**config.mk**
```make
export PLATFORM = sky130hd
export DESIGN_NAME = evgate_seq
export DESIGN_NICKNAME = d
export VERILOG_FILES = /design/src/rtl/evgate_pkg.sv /design/src/rtl/evgate_timer.sv /design/src/rtl/evgate_wdog.sv /design/src/rtl/evgate_seq.sv
export SDC_FILE = /design/constraint.sdc
export NUM_CORES = 1
export LEC_CHECK = 0
export BUFFER_PORTS_ARGS = -buffer_cell sky130_fd_sc_hd__buf_2
export CORE_ASPECT_RATIO = 1.2
export CORE_MARGIN = 4
export CORE_UTILIZATION = 30
export DETAILED_ROUTE_END_ITERATION = 10
export GPL_ROUTABILITY_DRIVEN = 0
export GPL_TIMING_DRIVEN = 0
export SKIP_CTS_REPAIR_TIMING = 1
export SLEW_MARGIN = 20
export SYNTH_ARGS = -nofsm -noshare
export SYNTH_HDL_FRONTEND = slang
export SYNTH_HIERARCHICAL = 1
export SYNTH_SLANG_ARGS = --single-unit
```
**constraint.sdc**
```tcl
create_clock -name clk_i -period 3.74 [get_ports clk_i]
set_clock_uncertainty 0.2 [all_clocks]
set_input_delay 0.374 -clock clk_i [delete_from_list [all_inputs] [get_ports clk_i]]
set_output_delay 0.374 -clock clk_i [all_outputs]
set_load 0.02 [all_outputs]
```
**src/rtl/evgate_pkg.sv**
```systemverilog
package evgate_pkg;

   // Converts a duration in nanoseconds into whole clock cycles.
   function automatic int unsigned ns_to_cycles(int unsigned clk_mhz, int unsigned dur_ns);
      return (clk_mhz * dur_ns) / 1000;
   endfunction

   // One bit per gate, active high inside the block.
   typedef struct packed {
      logic veto;
      logic adc;
      logic tdc;
      logic fifo;
   } gate_set_t;

endpackage

```
**src/rtl/evgate_timer.sv**
```systemverilog
module evgate_timer #(
   parameter int W         = 8,
   parameter bit CLAMP_MIN = 1'b1
) (
   input  logic         clk_i,
   input  logic         rst_n_i,
   input  logic         clr_i,
   input  logic         load_i,
   input  logic [W-1:0] val_i,
   output logic         busy_o,
   output logic         last_o
);

   logic [W-1:0] cnt_q;
   logic [W-1:0] load_val;

   generate
      if (CLAMP_MIN) begin : g_clamp
         assign load_val = (val_i == '0) ? W'(1) : val_i;
      end else begin : g_raw
         assign load_val = val_i;
      end
   endgenerate

   always_ff @(posedge clk_i or negedge rst_n_i) begin
      if (!rst_n_i)            cnt_q <= '0;
      else if (clr_i)          cnt_q <= '0;
      else if (load_i)         cnt_q <= load_val;
      else if (cnt_q != '0)    cnt_q <= cnt_q - W'(1);
   end

   assign busy_o = (cnt_q != '0);
   assign last_o = (cnt_q == W'(1));

endmodule

```
**src/rtl/evgate_wdog.sv**
```systemverilog
module evgate_wdog #(
   parameter int W = 16
) (
   input  logic         clk_i,
   input  logic         rst_n_i,
   input  logic         start_i,
   input  logic         run_i,
   input  logic [W-1:0] limit_i,
   output logic         expire_o
);

   logic [W-1:0] cnt_q;

   assign expire_o = run_i && (limit_i != '0) && (cnt_q == limit_i - W'(1));

   always_ff @(posedge clk_i or negedge rst_n_i) begin
      if (!rst_n_i)                                   cnt_q <= '0;
      else if (start_i)                               cnt_q <= '0;
      else if (run_i && !expire_o && (cnt_q != '1))   cnt_q <= cnt_q + W'(1);
   end

endmodule

```
**src/rtl/evgate_seq.sv**
```systemverilog
module evgate_seq #(
   parameter int CNT_W   = 8,
   parameter int WD_W    = 16,
   parameter int CLK_MHZ = 100,
   parameter int TAIL_NS = 1000
) (
   input  logic             clk_i,
   input  logic             rst_n_i,
   input  logic             trig_i,
   input  logic             last_pass_i,
   input  logic             dt_end_i,
   input  logic [CNT_W-1:0] adc_width_i,
   input  logic [CNT_W-1:0] tdc_ext_i,
   input  logic [WD_W-1:0]  wdog_limit_i,
   output logic             veto_n_o,
   output logic             adc_gate_n_o,
   output logic             tdc_gate_n_o,
   output logic             fifo_gate_n_o,
   output logic             wdog_err_o
);
   import evgate_pkg::*;

   localparam int TAIL_CYC = int'(ns_to_cycles(CLK_MHZ, TAIL_NS));
   localparam int TAIL_W   = $clog2(TAIL_CYC + 1);

   generate
      if (TAIL_CYC < 1) begin : g_bad_tail
         $error("veto tail rounds to zero cycles");
      end
      if (CNT_W < 1 || WD_W < 1) begin : g_bad_width
         $error("counter widths must be positive");
      end
   endgenerate

   gate_set_t gates;
   logic busy_q, rd_q, fifo_q, err_q;
   logic accept, lp_ok, abort, adc_end, wd_expire;
   logic adc_busy, adc_last, ext_busy, ext_last, tail_busy, tail_last;

   assign accept  = trig_i && !gates.veto;
   assign lp_ok   = rd_q && last_pass_i;
   assign abort   = wd_expire && !lp_ok;
   assign adc_end = adc_last && !abort;

   evgate_timer #(.W(CNT_W), .CLAMP_MIN(1'b1)) adc_tmr_i (
      .clk_i(clk_i), .rst_n_i(rst_n_i), .clr_i(abort), .load_i(accept),
      .val_i(adc_width_i), .busy_o(adc_busy), .last_o(adc_last));

   evgate_timer #(.W(CNT_W), .CLAMP_MIN(1'b1)) ext_tmr_i (
      .clk_i(clk_i), .rst_n_i(rst_n_i), .clr_i(abort), .load_i(adc_end),
      .val_i(tdc_ext_i), .busy_o(ext_busy), .last_o(ext_last));

   evgate_timer #(.W(TAIL_W), .CLAMP_MIN(1'b0)) tail_tmr_i (
      .clk_i(clk_i), .rst_n_i(rst_n_i), .clr_i(1'b0), .load_i(lp_ok),
      .val_i(TAIL_W'(TAIL_CYC)), .busy_o(tail_busy), .last_o(tail_last));

   evgate_wdog #(.W(WD_W)) wdog_i (
      .clk_i(clk_i), .rst_n_i(rst_n_i), .start_i(accept), .run_i(busy_q),
      .limit_i(wdog_limit_i), .expire_o(wd_expire));

   logic unused_lasts;
   assign unused_lasts = ext_last ^ tail_last;

   always_ff @(posedge clk_i or negedge rst_n_i) begin
      if (!rst_n_i) begin
         busy_q <= 1'b0;
         rd_q   <= 1'b0;
         fifo_q <= 1'b0;
         err_q  <= 1'b0;
      end else begin
         if (accept)              busy_q <= 1'b1;
         else if (lp_ok || abort) busy_q <= 1'b0;

         if (adc_end)             rd_q <= 1'b1;
         else if (lp_ok || abort) rd_q <= 1'b0;

         if (adc_end)                                  fifo_q <= 1'b1;
         else if (abort || (fifo_q && (lp_ok || dt_end_i))) fifo_q <= 1'b0;

         if (abort)       err_q <= 1'b1;
         else if (accept) err_q <= 1'b0;
      end
   end

   always_comb begin
      gates.adc  = adc_busy;
      gates.tdc  = adc_busy || ext_busy;
      gates.fifo = fifo_q;
      gates.veto = busy_q || tail_busy || adc_busy || ext_busy;
   end

   assign veto_n_o      = ~gates.veto;
   assign adc_gate_n_o  = ~gates.adc;
   assign tdc_gate_n_o  = ~gates.tdc;
   assign fifo_gate_n_o = ~gates.fifo;
   assign wdog_err_o    = err_q;

endmodule

```
# After elaboration in Yosys (flattened, before gate mapping)
# Cells that the tools add are included.
# W data, S select, Z words.
classes:
  mux: 19
  add_sub_neg: 5
  reduce_logical: 34
  eq_ne: 3
  bitwise: 4
ops:
  columns: ["op", "n"]
  rows:
  - ["$mux W8", 8]
  - ["$mux W16", 2]
  - ["$add A16 B1 Y16 const B", 1]
  - ["$eq A16 B16 Y1", 1]
  - ["$logic_not A8 Y1", 2]
  - ["$ne A16 B16 Y1 const B", 1]
  - ["$reduce_bool A16 Y1", 1]
  - ["$reduce_bool A8 Y1", 2]
  - ["$sub A16 B1 Y16 const B", 1]
  - ["$sub A8 B1 Y8 const B", 2]
  - ["$mux W7", 2]
  - ["$reduce_bool A2 Y1", 6]
  - ["$logic_and A1 B1 Y1", 9]
  - ["$eq A8 B1 Y1 const B", 1]
  - ["$logic_or A1 B1 Y1", 7]
  - ["$mux W1", 7]
  - ["$reduce_bool A7 Y1", 1]
  - ["$sub A7 B1 Y7 const B", 1]
  - ["$reduce_bool A3 Y1", 2]
  - ["$logic_not A1 Y1", 4]
  - ["$not A1 Y1", 4]
word_totals:
  ff_bits: 43
  input_bits: 37
  word_cells: 73

# Longest topological paths before layout
# Gate-level depths: netlist of run 1.
depth:
  ltp_word: 8
  ltp_mapped: 16

# Cells and area by module
# The synthesis of run 1 kept the hierarchy.
by_module_without_submodules:
  columns: ["mod", "cells_per_inst", "n_inst", "area_each_um2"]
  rows:
  - ["evgate_wdog", 199, 1, 1646.6]
  - ["evgate_timer (adc_tmr_i)", 63, 1, 650.6]
  - ["evgate_timer (ext_tmr_i)", 60, 1, 525.5]
  - ["evgate_timer (tail_tmr_i)", 52, 1, 461.7]
  - ["evgate_seq", 25, 1, 222.7]

# Worst setup path before layout of run 1
# No wires, ideal clock.
synth_timing:
  path_type: "input port to flip-flop"
  start: "input wdog_limit_i[0]"
  end: "register adc_tmr_i.cnt_q[1]"
  setup_ns: 0.126
  t_required_ns: 3.414
  path_stages: 13
  arrival_ns: 3.380
  slack_ns: 0.034
  cell_sequence: "inv_1 -> ha_1 -> and2b_1 -> or3_1 -> a31oi_1 -> nand4_1 -> or4_1 -> a2111oi_0 -> inv_1 -> a21oi_1 -> clkdlybuf4s15_1 -> and2b_4 -> a221o_1"
synth_between:
  elab_chain_len: 5
  word_cells_on_any_way: 8
  cone_classes: "add/sub (1); eq/ne (1); mux (1); reduce/logical (5)"
synth_lines:
  columns: ["item", "line_no", "text"]
  rows:
  - ["start, declared", "evgate_seq.sv:14", "input logic [WD_W-1:0] wdog_limit_i,"]
  - ["$sub A16 B1 Y16 / $reduce_bool A16 Y1 (equally long branches)", "evgate_wdog.sv:14", "assign expire_o = run_i && (limit_i != '0) && (cnt_q == limit_i - W'(1));"]
  - ["$eq A16 B16 Y1 / $logic_and A1 B1 Y1 (equally long branches)", "evgate_wdog.sv:14", null]
  - ["$logic_and A1 B1 Y1 (*)", "evgate_wdog.sv:14", null]
  - ["via wd_expire", "evgate_seq.sv:37", "logic accept, lp_ok, abort, adc_end, wd_expire;"]
  - ["$logic_and A1 B1 Y1 (*)", "evgate_seq.sv:42", "assign abort = wd_expire && !lp_ok;"]
  - ["via abort", "evgate_seq.sv:37", null]
  - ["$reduce_bool A3 Y1 (no source line) / $mux W8 (equally long branches)", null, null]
  - ["end signal, assigned", "evgate_timer.sv:28", "else if (load_i) cnt_q <= load_val;"]
  - ["end signal, assigned", "evgate_timer.sv:29", "else if (cnt_q != '0) cnt_q <= cnt_q - W'(1);"]
  - ["end, declared", "evgate_timer.sv:14", "logic [W-1:0] cnt_q;"]
# Mark *: on every way through the listed nets, which the timed path passes. The rest lies on a longest branch.
# A chain may end at the register's enable or synchronous reset.

# Worst setup path in the final report of run 1
# Ends and elaborated chain as after synthesis.

==> results.json, run 1 <==
{
  "status": "completed",
  "grt_max_degree": 44,
  "drc": 0,
  "route.detailed.wl_per_inst_um": 14.4,
  "synth_area_um2": 3470,
  "wl_met1_um": 3920,
  "drt_iter0_markers": 121,
  "wl_met3_um": 367,
  "top_layer": "met4",
  "cp.depth": 14,
  "nets": 499,
  "clkSlewWorstSetupHoldPaths_ps": 60,
  "worstSkewPairLatency_ps": 280,
  "pre_cts_ws_ps": -1380,
  "reg2regPathDepth": 11,
  "grt_first_pass_wirelength_um": 14700,
  "worstPathCellList": "buf_2 -> inv_1 -> ha_2 -> and2b_1 -> or3_1 -> a31oi_4 -> nand4_1 -> or4_4 -> a2111oi_4 -> inv_2 -> a21oi_4 -> buf_6 -> and2b_4 -> a221o_1",
  "worst_pin_slew_ps": 1390,
  "setup_violations": 0,
  "worstPathRequired_ps": 3710,
  "p_leak_nw": 1.70,
  "die_w_um": 106,
  "cts.sinks": 43,
  "crit_type": "in -> reg",
  "synthCells": 395,
  "ant_nets": 0,
  "dieHeight_um": 126,
  "cellPowerDensity_nw_per_um2": 447,
  "via_count": 3199,
  "slew_headroom_pct": 5.22,
  "crit_buf_inv": 4,
  "arrival_ps": 3560,
  "syn2layout_area_growth_pct": 20.1,
  "final_util_pct": 37.2,
  "diodes": 0,
  "htree_levels": 2,
  "dpl.hpwl_um": 6540,
  "slowest_stage": "a2111oi_4",
  "cts_made_buffers": 5,
  "hold_depth": 3,
  "die_area_um2": 13300,
  "hold_viol_final": 0,
  "rows": 42,
  "avgSynthCellArea_um2": 8.77,
  "fin_crit_ps": 3590,
  "timing.fmax_mhz": 278,
  "totalWireLength_um": 8740,
  "first_pass_iters": 4,
  "globalRoute.totalOverflow": 0,
  "cts_tree": "yes",
  "drive_above_1_share_pct": 22.5,
  "critPathTopFamily": "simple AND/OR/NAND/NOR gates",
  "antenna_found_initial": 0,
  "coreArea_um2": 11200,
  "final.period_utilization_pct": 96.0,
  "viasPerCell": 5.26,
  "crit_path_max_incr_delay_ps": 490,
  "setup_ws_ps": 148,
  "met2RoutedLength_um": 4190,
  "maxCapViolCount": 0,
  "initial_utilization_pct": 31.0,
  "port_buffers": 40,
  "max-clock-path-buffers": 2,
  "critPathLaunchType": "primary input",
  "cp-end-kind": "flip-flop",
  "min_path_type": "in -> reg",
  "maxSlewViolCount": 0,
  "max-vdd-ir-drop_mv": 0.227,
  "cts_root_buffer": "clkbuf_16",
  "grt_usage_pct": 13.3,
  "path_max_fanout": 9,
  "io_pins": 42,
  "power_mw": 1.86,
  "synth_warnings": 6,
  "grt_pass1_vias": 3153
}
## layer usage
layer  vias to the layer above  global-route usage [%]
met5                         -                       0
met4                         0                    5.49
met3                        19                    2.30
met2                        77                    22.2
met1                      1524                    16.9
li1                       1579                       -
## sequential cells by signal (all words and copies together), names as in the netlist
name              flops
adc_tmr_i/cnt_q       8
busy_q                1
ext_tmr_i/cnt_q       8
fifo_q                1
rd_q                  1
tail_tmr_i/cnt_q      7
wdog_err_o            1
wdog_i/cnt_q         16
## cell usage in the layout (no fill, tap or decap), types with 3 or more instances in the layout
cell,count
nor4_1,9
ha_1,8
nor2b_1,17
nor3_1,19
xnor2_1,16
or3_1,4
buf_4,5
dfrtp_1,43
or4_1,9
o31ai_1,6
conb_1,9
a21oi_1,14
buf_6,4
nand4_1,14
a31oi_1,3
o21ai_0,13
xor2_1,8
clkbuf_1,5
a221o_1,4
clkbuf_16,5
inv_1,23
buf_2,43
a211oi_1,6
nand2_1,22
nor2_1,37
nand3_1,7
mux2_2,8
and3_1,6
nand2b_1,4
mux2i_1,6
nor4_2,4
## area by class of cell
type	count	area (µm²)
well taps	154	193
repair buffers	44	235
clock buffers	8	156
plain buffers	14	98.8
inverters	25	93.8
flip-flops and latches	43	1080
fillers	1177	7030
multi-input cells	320	2310
## power breakdown
part	total (mW)	internal [mW]	switching, mW
sequential	0.736	0.583	0.153
clock	0.466	0.285	0.182
combinational	0.657	0.335	0.322
total	1.86	1.20	0.657
## metrics by stage
stage                     instance area, µm²  std cells  setup TNS, ps  hold slack, ps
final                                   4160        608              0             115
after CTS                               4040        604         -12730             107
after detailed placement                3880        596         -18640             260
after global placement                  3880        596         -14690             264
after floorplan                         3490        402              0            -122
after global routing                    4160        608          -34.2             121
## path summary, 6_finish.rpt
kind	startpoint	slack, ps	end
max	wdog_limit_i[0]	150	adc_tmr_i/cnt_q[1]$_DFFE_PN0P_
min	tdc_ext_i[5]	110	ext_tmr_i/cnt_q[5]$_DFFE_PN0P_
max reg2reg	wdog_i/cnt_q[3]$_DFFE_PN0P_	250	adc_tmr_i/cnt_q[1]$_DFFE_PN0P_
min reg2reg	wdog_err_o$_DFFE_PN0P_	280	wdog_err_o$_DFFE_PN0P_
max in group asynchronous	rst_n_i	2510	wdog_i/cnt_q[10]$_DFFE_PN0P_
min in group asynchronous	rst_n_i	420	ext_tmr_i/cnt_q[2]$_DFFE_PN0P_
## worst register-to-register path: stages (launching register included)
cell       delay (ps)
dfrtp_1           460
xnor2_1           220
xnor2_1           110
nor4_2            280
nand4_1           150
or4_4             520
a2111oi_4         490
inv_2             120
a21oi_4           190
buf_6             160
and2b_4           190
a221o_1           280
No activity file was read; power rests on OpenSTA's default activity.
==> inputs of run 2 (changes only) <==
Settings changed: CELL_PAD_IN_SITES_DETAIL_PLACEMENT from default to 1, CELL_PAD_IN_SITES_GLOBAL_PLACEMENT from default to 2, PLACE_DENSITY_LB_ADDON from default to 0.1.
==> results.json, run 2 (synthesis gave the netlist of run 1 again) <==
{
  "viasPerCell": 5.26,
  "timing.rr.start": "wdog_i/cnt_q[2]$_DFFE_PN0P_",
  "min_path_type": "in -> reg",
  "reg_top3": "wdog_i/cnt_q: 16 flops, adc_tmr_i/cnt_q: 8 flops, ext_tmr_i/cnt_q: 8 flops",
  "cts.sinks": 43,
  "dieHeight_um": 126,
  "route.detailed.wl_per_inst_um": 16.7,
  "drt_iter0_markers": 86,
  "rrSetupSlack_ps": 260,
  "min_from": "tdc_ext_i[5]",
  "grt_first_pass_wirelength_um": 16800,
  "max-clock-path-buffers": 2,
  "largest_reg_flops": 16,
  "hold_depth": 3,
  "r2r_end": "adc_tmr_i/cnt_q[1]$_DFFE_PN0P_",
  "arrival_ps": 3560,
  "grt_pass1_vias": 3284,
  "worst_pin_slew_ps": 1020,
  "antenna_found_initial": 0,
  "status": "completed",
  "cts_root_buffer": "clkbuf_16",
  "initial_utilization_pct": 31.0,
  "rows": 42,
  "layout_commonest_cell": "dfrtp_1",
  "crit_buf_inv": 5,
  "dpl.hpwl_um": 7800,
  "path_max_fanout": 9,
  "critPathTopFamily": "simple AND/OR/NAND/NOR gates",
  "p_leak_nw": 1.71,
  "coreArea_um2": 11200,
  "final.period_utilization_pct": 96.1,
  "timing.fmax_mhz": 278,
  "crit_type": "in -> reg",
  "worstSkewPairLatency_ps": 290,
  "hold_viol_final": 0,
  "ant_nets": 0,
  "htree_levels": 2,
  "die_w_um": 106,
  "slew_headroom_pct": 32.0,
  "grt_max_degree": 44,
  "reg2regPathDepth": 11,
  "grt_usage_pct": 15.4,
  "cts_tree": "yes",
  "die_area_um2": 13300,
  "slowest_stage": "or4_4",
  "syn2layout_area_growth_pct": 21.9,
  "cts_made_buffers": 5,
  "first_pass_iters": 4,
  "crit_path_max_incr_delay_ps": 510,
  "worstPathCellList": "clkbuf_4 -> inv_2 -> ha_4 -> and2b_1 -> or3_1 -> a31oi_2 -> nand4_1 -> or4_4 -> a2111oi_4 -> buf_4 -> inv_1 -> a21oi_4 -> buf_6 -> and2b_4 -> a221o_1",
  "maxCapViolCount": 0,
  "whs_endpoint": "ext_tmr_i/cnt_q[5]$_DFFE_PN0P_",
  "max-vdd-ir-drop_mv": 0.213,
  "worstPathRequired_ps": 3710,
  "globalRoute.totalOverflow": 0,
  "regMostFlops": "wdog_i/cnt_q",
  "clkSlewWorstSetupHoldPaths_ps": 70,
  "port_buffers": 40,
  "setup_violations": 0,
  "via_count": 3210,
  "final_util_pct": 37.8,
  "maxSlewViolCount": 0,
  "critPathLaunchType": "primary input",
  "io_pins": 42,
  "diodes": 0,
  "drc": 0,
  "totalWireLength_um": 10200,
  "rsz0062_at_grt": "no",
  "drive_above_1_share_pct": 23.5,
  "fin_crit_ps": 3590,
  "final_cell_mix": "43 x dfrtp_1, 42 x buf_2, 37 x nor2_1",
  "cp-end-kind": "flip-flop",
  "cellPowerDensity_nw_per_um2": 470,
  "holdWs_ps": 107,
  "nets": 501,
  "setup-tns-final_ps": 0
}
==> run 2: final cells by class <==
cell class | instances | area [µm²]
Fill cell | 1348 | 6970
Multi-Input combinational cell | 320 | 2320
Sequential cell | 43 | 1080
Timing Repair Buffer | 46 | 253
Tap cell | 154 | 193
Clock buffer | 5 | 125
Buffer | 14 | 98.8
Inverter | 25 | 97.6
Clock inverter | 3 | 67.6
==> run 2: through the flow <==
stage                     cell area, µm²  std cells  worst slack, ps  total power [mW]
after floorplan                     3490        402             33.9              1.23
after global placement              3880        596            -1150              1.39
after detailed placement            3890        596            -1270              1.41
after CTS                           4080        604             -972              2.01
after global routing                4230        610             21.8              2.15
final                               4230        610              147              1.99
==> run 2: routing by layer <==
layer	vias to the layer above	GRT usage (%)	part of all wire (%)
met2	48	26.1	49
met5	-	0	0
li1	1584	-	-
met1	1563	20.3	47
met3	15	1.74	2.3
met4	0	5.18	2.0
==> run 2: worst max path at each step <==
stage	startpoint	endpoint	slack (ps)	depth (start not counted)
CTS	wdog_limit_i[0]	adc_tmr_i/cnt_q[1]$_DFFE_PN0P_	-970	14
finish	wdog_limit_i[0]	adc_tmr_i/cnt_q[1]$_DFFE_PN0P_	150	15
floorplan	wdog_limit_i[0]	adc_tmr_i/cnt_q[1]$_DFFE_PN0P_	30	13
global route	wdog_i/cnt_q[14]$_DFFE_PN0P_	ext_tmr_i/cnt_q[0]$_DFFE_PN0P_	20	14
detailed placement	wdog_limit_i[0]	adc_tmr_i/cnt_q[1]$_DFFE_PN0P_	-1270	14
global placement	wdog_limit_i[0]	adc_tmr_i/cnt_q[1]$_DFFE_PN0P_	-1150	14
==> run 2: worst register-to-register path, stage by stage, from the launching register on <==
cell,delay [ps]
dfrtp_1,460
or3_1,420
a31oi_2,260
nand4_1,120
or4_4,510
a2111oi_4,320
buf_4,170
inv_1,80
a21oi_4,180
buf_6,160
and2b_4,190
a221o_1,290
==> run 2: power breakdown <==
group	leakage, nW	internal [mW]	switching (mW)	total, mW
sequential	0.496	0.582	0.155	0.737
combinational	1.13	0.338	0.333	0.671
clock	0.0900	0.383	0.198	0.581
==> inputs of run 3 (changes only) <==
Settings changed: ABC_AREA from default to 1, CORE_UTILIZATION 30 to 25, PLACE_DENSITY from default to 0.75, PLACE_DENSITY_LB_ADDON 0.1 to default.
==> results.json, run 3 <==
{
  "totalWireLength_um": 11200,
  "p_leak_nw": 2.48,
  "setup_ws_ps": 623,
  "timing.fmax_mhz": 321,
  "rrSetupSlack_ps": 670,
  "grt_usage_pct": 13.1,
  "rows": 50,
  "die_w_um": 123,
  "fin_crit_ps": 3120,
  "grt_first_pass_wirelength_um": 19300,
  "maxSlewViolCount": 0,
  "slowest_stage": "ha_1",
  "route.detailed.wl_per_inst_um": 12.9,
  "min_path_type": "in -> reg",
  "drt_iter0_markers": 113,
  "reg_top3": "wdog_i/cnt_q: 16 flops, adc_tmr_i/cnt_q: 8 flops, ext_tmr_i/cnt_q: 8 flops",
  "seq_area_um2": 1080,
  "crit_type": "in -> reg",
  "placed_cells": 858,
  "viasPerCell": 4.40,
  "cts_made_buffers": 5,
  "globalRoute.totalOverflow": 0,
  "htree_levels": 2,
  "crit_path_max_incr_delay_ps": 290,
  "ant_nets": 0,
  "min_from": "dt_end_i",
  "drive_above_1_share_pct": 19.9,
  "clkSlewWorstSetupHoldPaths_ps": 70,
  "first_pass_iters": 4,
  "io_pins": 42,
  "synth_warnings": 6,
  "slew_headroom_pct": 59.9,
  "hold_depth": 2,
  "coreArea_um2": 15600,
  "final_cell_mix": "163 x nand2_1, 88 x nor2_1, 74 x inv_1",
  "worstPathRequired_ps": 3770,
  "final_cells": 867,
  "reg2regPathDepth": 21,
  "cts_tree": "yes",
  "largest_reg_flops": 16,
  "cp-end-kind": "flip-flop",
  "whs_endpoint": "fifo_q$_DFFE_PN0P_",
  "fillers": 2000,
  "arrival_ps": 3140,
  "syn2layout_area_growth_pct": 17.0,
  "setup_violations": 0,
  "maxCapViolCount": 0,
  "critPathLaunchType": "primary input",
  "antenna_found_initial": 0,
  "dpl.hpwl_um": 9090,
  "pre_cts_ws_ps": 255,
  "die_area_um2": 17900,
  "multi_input_area_um2": 2480,
  "rsz0062_at_grt": "no",
  "nets": 704,
  "max-clock-path-buffers": 2,
  "path_max_fanout": 10,
  "hold_viol_final": 0,
  "initial_utilization_pct": 25.4,
  "regMostFlops": "wdog_i/cnt_q",
  "avgSynthCellArea_um2": 6.57,
  "drc": 0,
  "setup-tns-final_ps": 0,
  "cts_root_buffer": "clkbuf_16",
  "holdWs_ps": 51.5,
  "status": "completed",
  "cts.sinks": 43,
  "synthCells": 602,
  "timing.rr.start": "wdog_i/cnt_q[0]$_DFFE_PN0P_",
  "max-vdd-ir-drop_mv": 0.140,
  "synth_area_um2": 3950,
  "grt_max_degree": 44,
  "grt_pass1_vias": 4107,
  "dieHeight_um": 146,
  "crit_top_cell": "nand2_1",
  "r2r_end": "ext_tmr_i/cnt_q[0]$_DFFE_PN0P_",
  "port_buffers": 41,
  "diodes": 0,
  "via_count": 3817,
  "worst_pin_slew_ps": 601,
  "final.period_utilization_pct": 83.3,
  "cellPowerDensity_nw_per_um2": 295,
  "worstSkewPairLatency_ps": 290,
  "layout_commonest_cell": "nand2_1"
}
[run 3: power breakdown]
part           internal [mW]  total [mW]  switching (mW)
Combinational          0.124       0.325           0.201
Sequential             0.493       0.526          0.0331
Clock                  0.315       0.513           0.197
Total                  0.933        1.36           0.431
[run 3: through the flow]
| stage | area (µm²) | util, % | power [mW] |
|---|---|---|---|
| finish | 4630 | 29.7 | 1.36 |
| global route | 4630 | 29.7 | 1.46 |
| CTS | 4610 | 29.6 | 1.38 |
| detailed placement | 4440 | 28.5 | 0.865 |
| global placement | 4440 | 28.5 | 0.850 |
| floorplan | 3980 | - | 0.766 |
[run 3: how the worst max path moves through the flow]
stage               startpoint                             end  cells after the start
6_report       wdog_limit_i[0]  ext_tmr_i/cnt_q[0]$_DFFE_PN0P_                     25
3_5_place_dp   wdog_limit_i[0]  ext_tmr_i/cnt_q[0]$_DFFE_PN0P_                     25
5_1_grt        wdog_limit_i[0]  ext_tmr_i/cnt_q[0]$_DFFE_PN0P_                     25
2_1_floorplan  wdog_limit_i[0]  ext_tmr_i/cnt_q[2]$_DFFE_PN0P_                     23
3_3_place_gp   wdog_limit_i[0]  ext_tmr_i/cnt_q[0]$_DFFE_PN0P_                     23
4_1_cts        wdog_limit_i[0]  ext_tmr_i/cnt_q[0]$_DFFE_PN0P_                     25
[run 3: layout make-up]
type / count / share of cell area (%)
inverters: 87 / 7.06
plain buffers: 14 / 2.08
flip-flops and latches: 43 / 23.3
well taps: 208 / 5.63
clock buffers: 5 / 2.70
multi-input cells: 465 / 53.6
repair buffers: 42 / 4.71
clock inverters: 3 / 0.947
[run 3: worst max-delay path, delay by kind of cell]
family,cells,cell delay (ps)
buffers and inverters,8,1030
AND/OR/NAND/NOR,16,1450
adder cells (fa/ha/maj),1,290
[run 3: routing by layer]
layer / vias to the layer above / wire length (µm) / global-route usage, %
met2: 47 / 5700 / 24.0
met1: 1781 / 5100 / 16.1
li1: 1979 / - / -
met3: 10 / 268 / 1.52
met4: 0 / 147 / 3.31
met5: - / 0 / 0
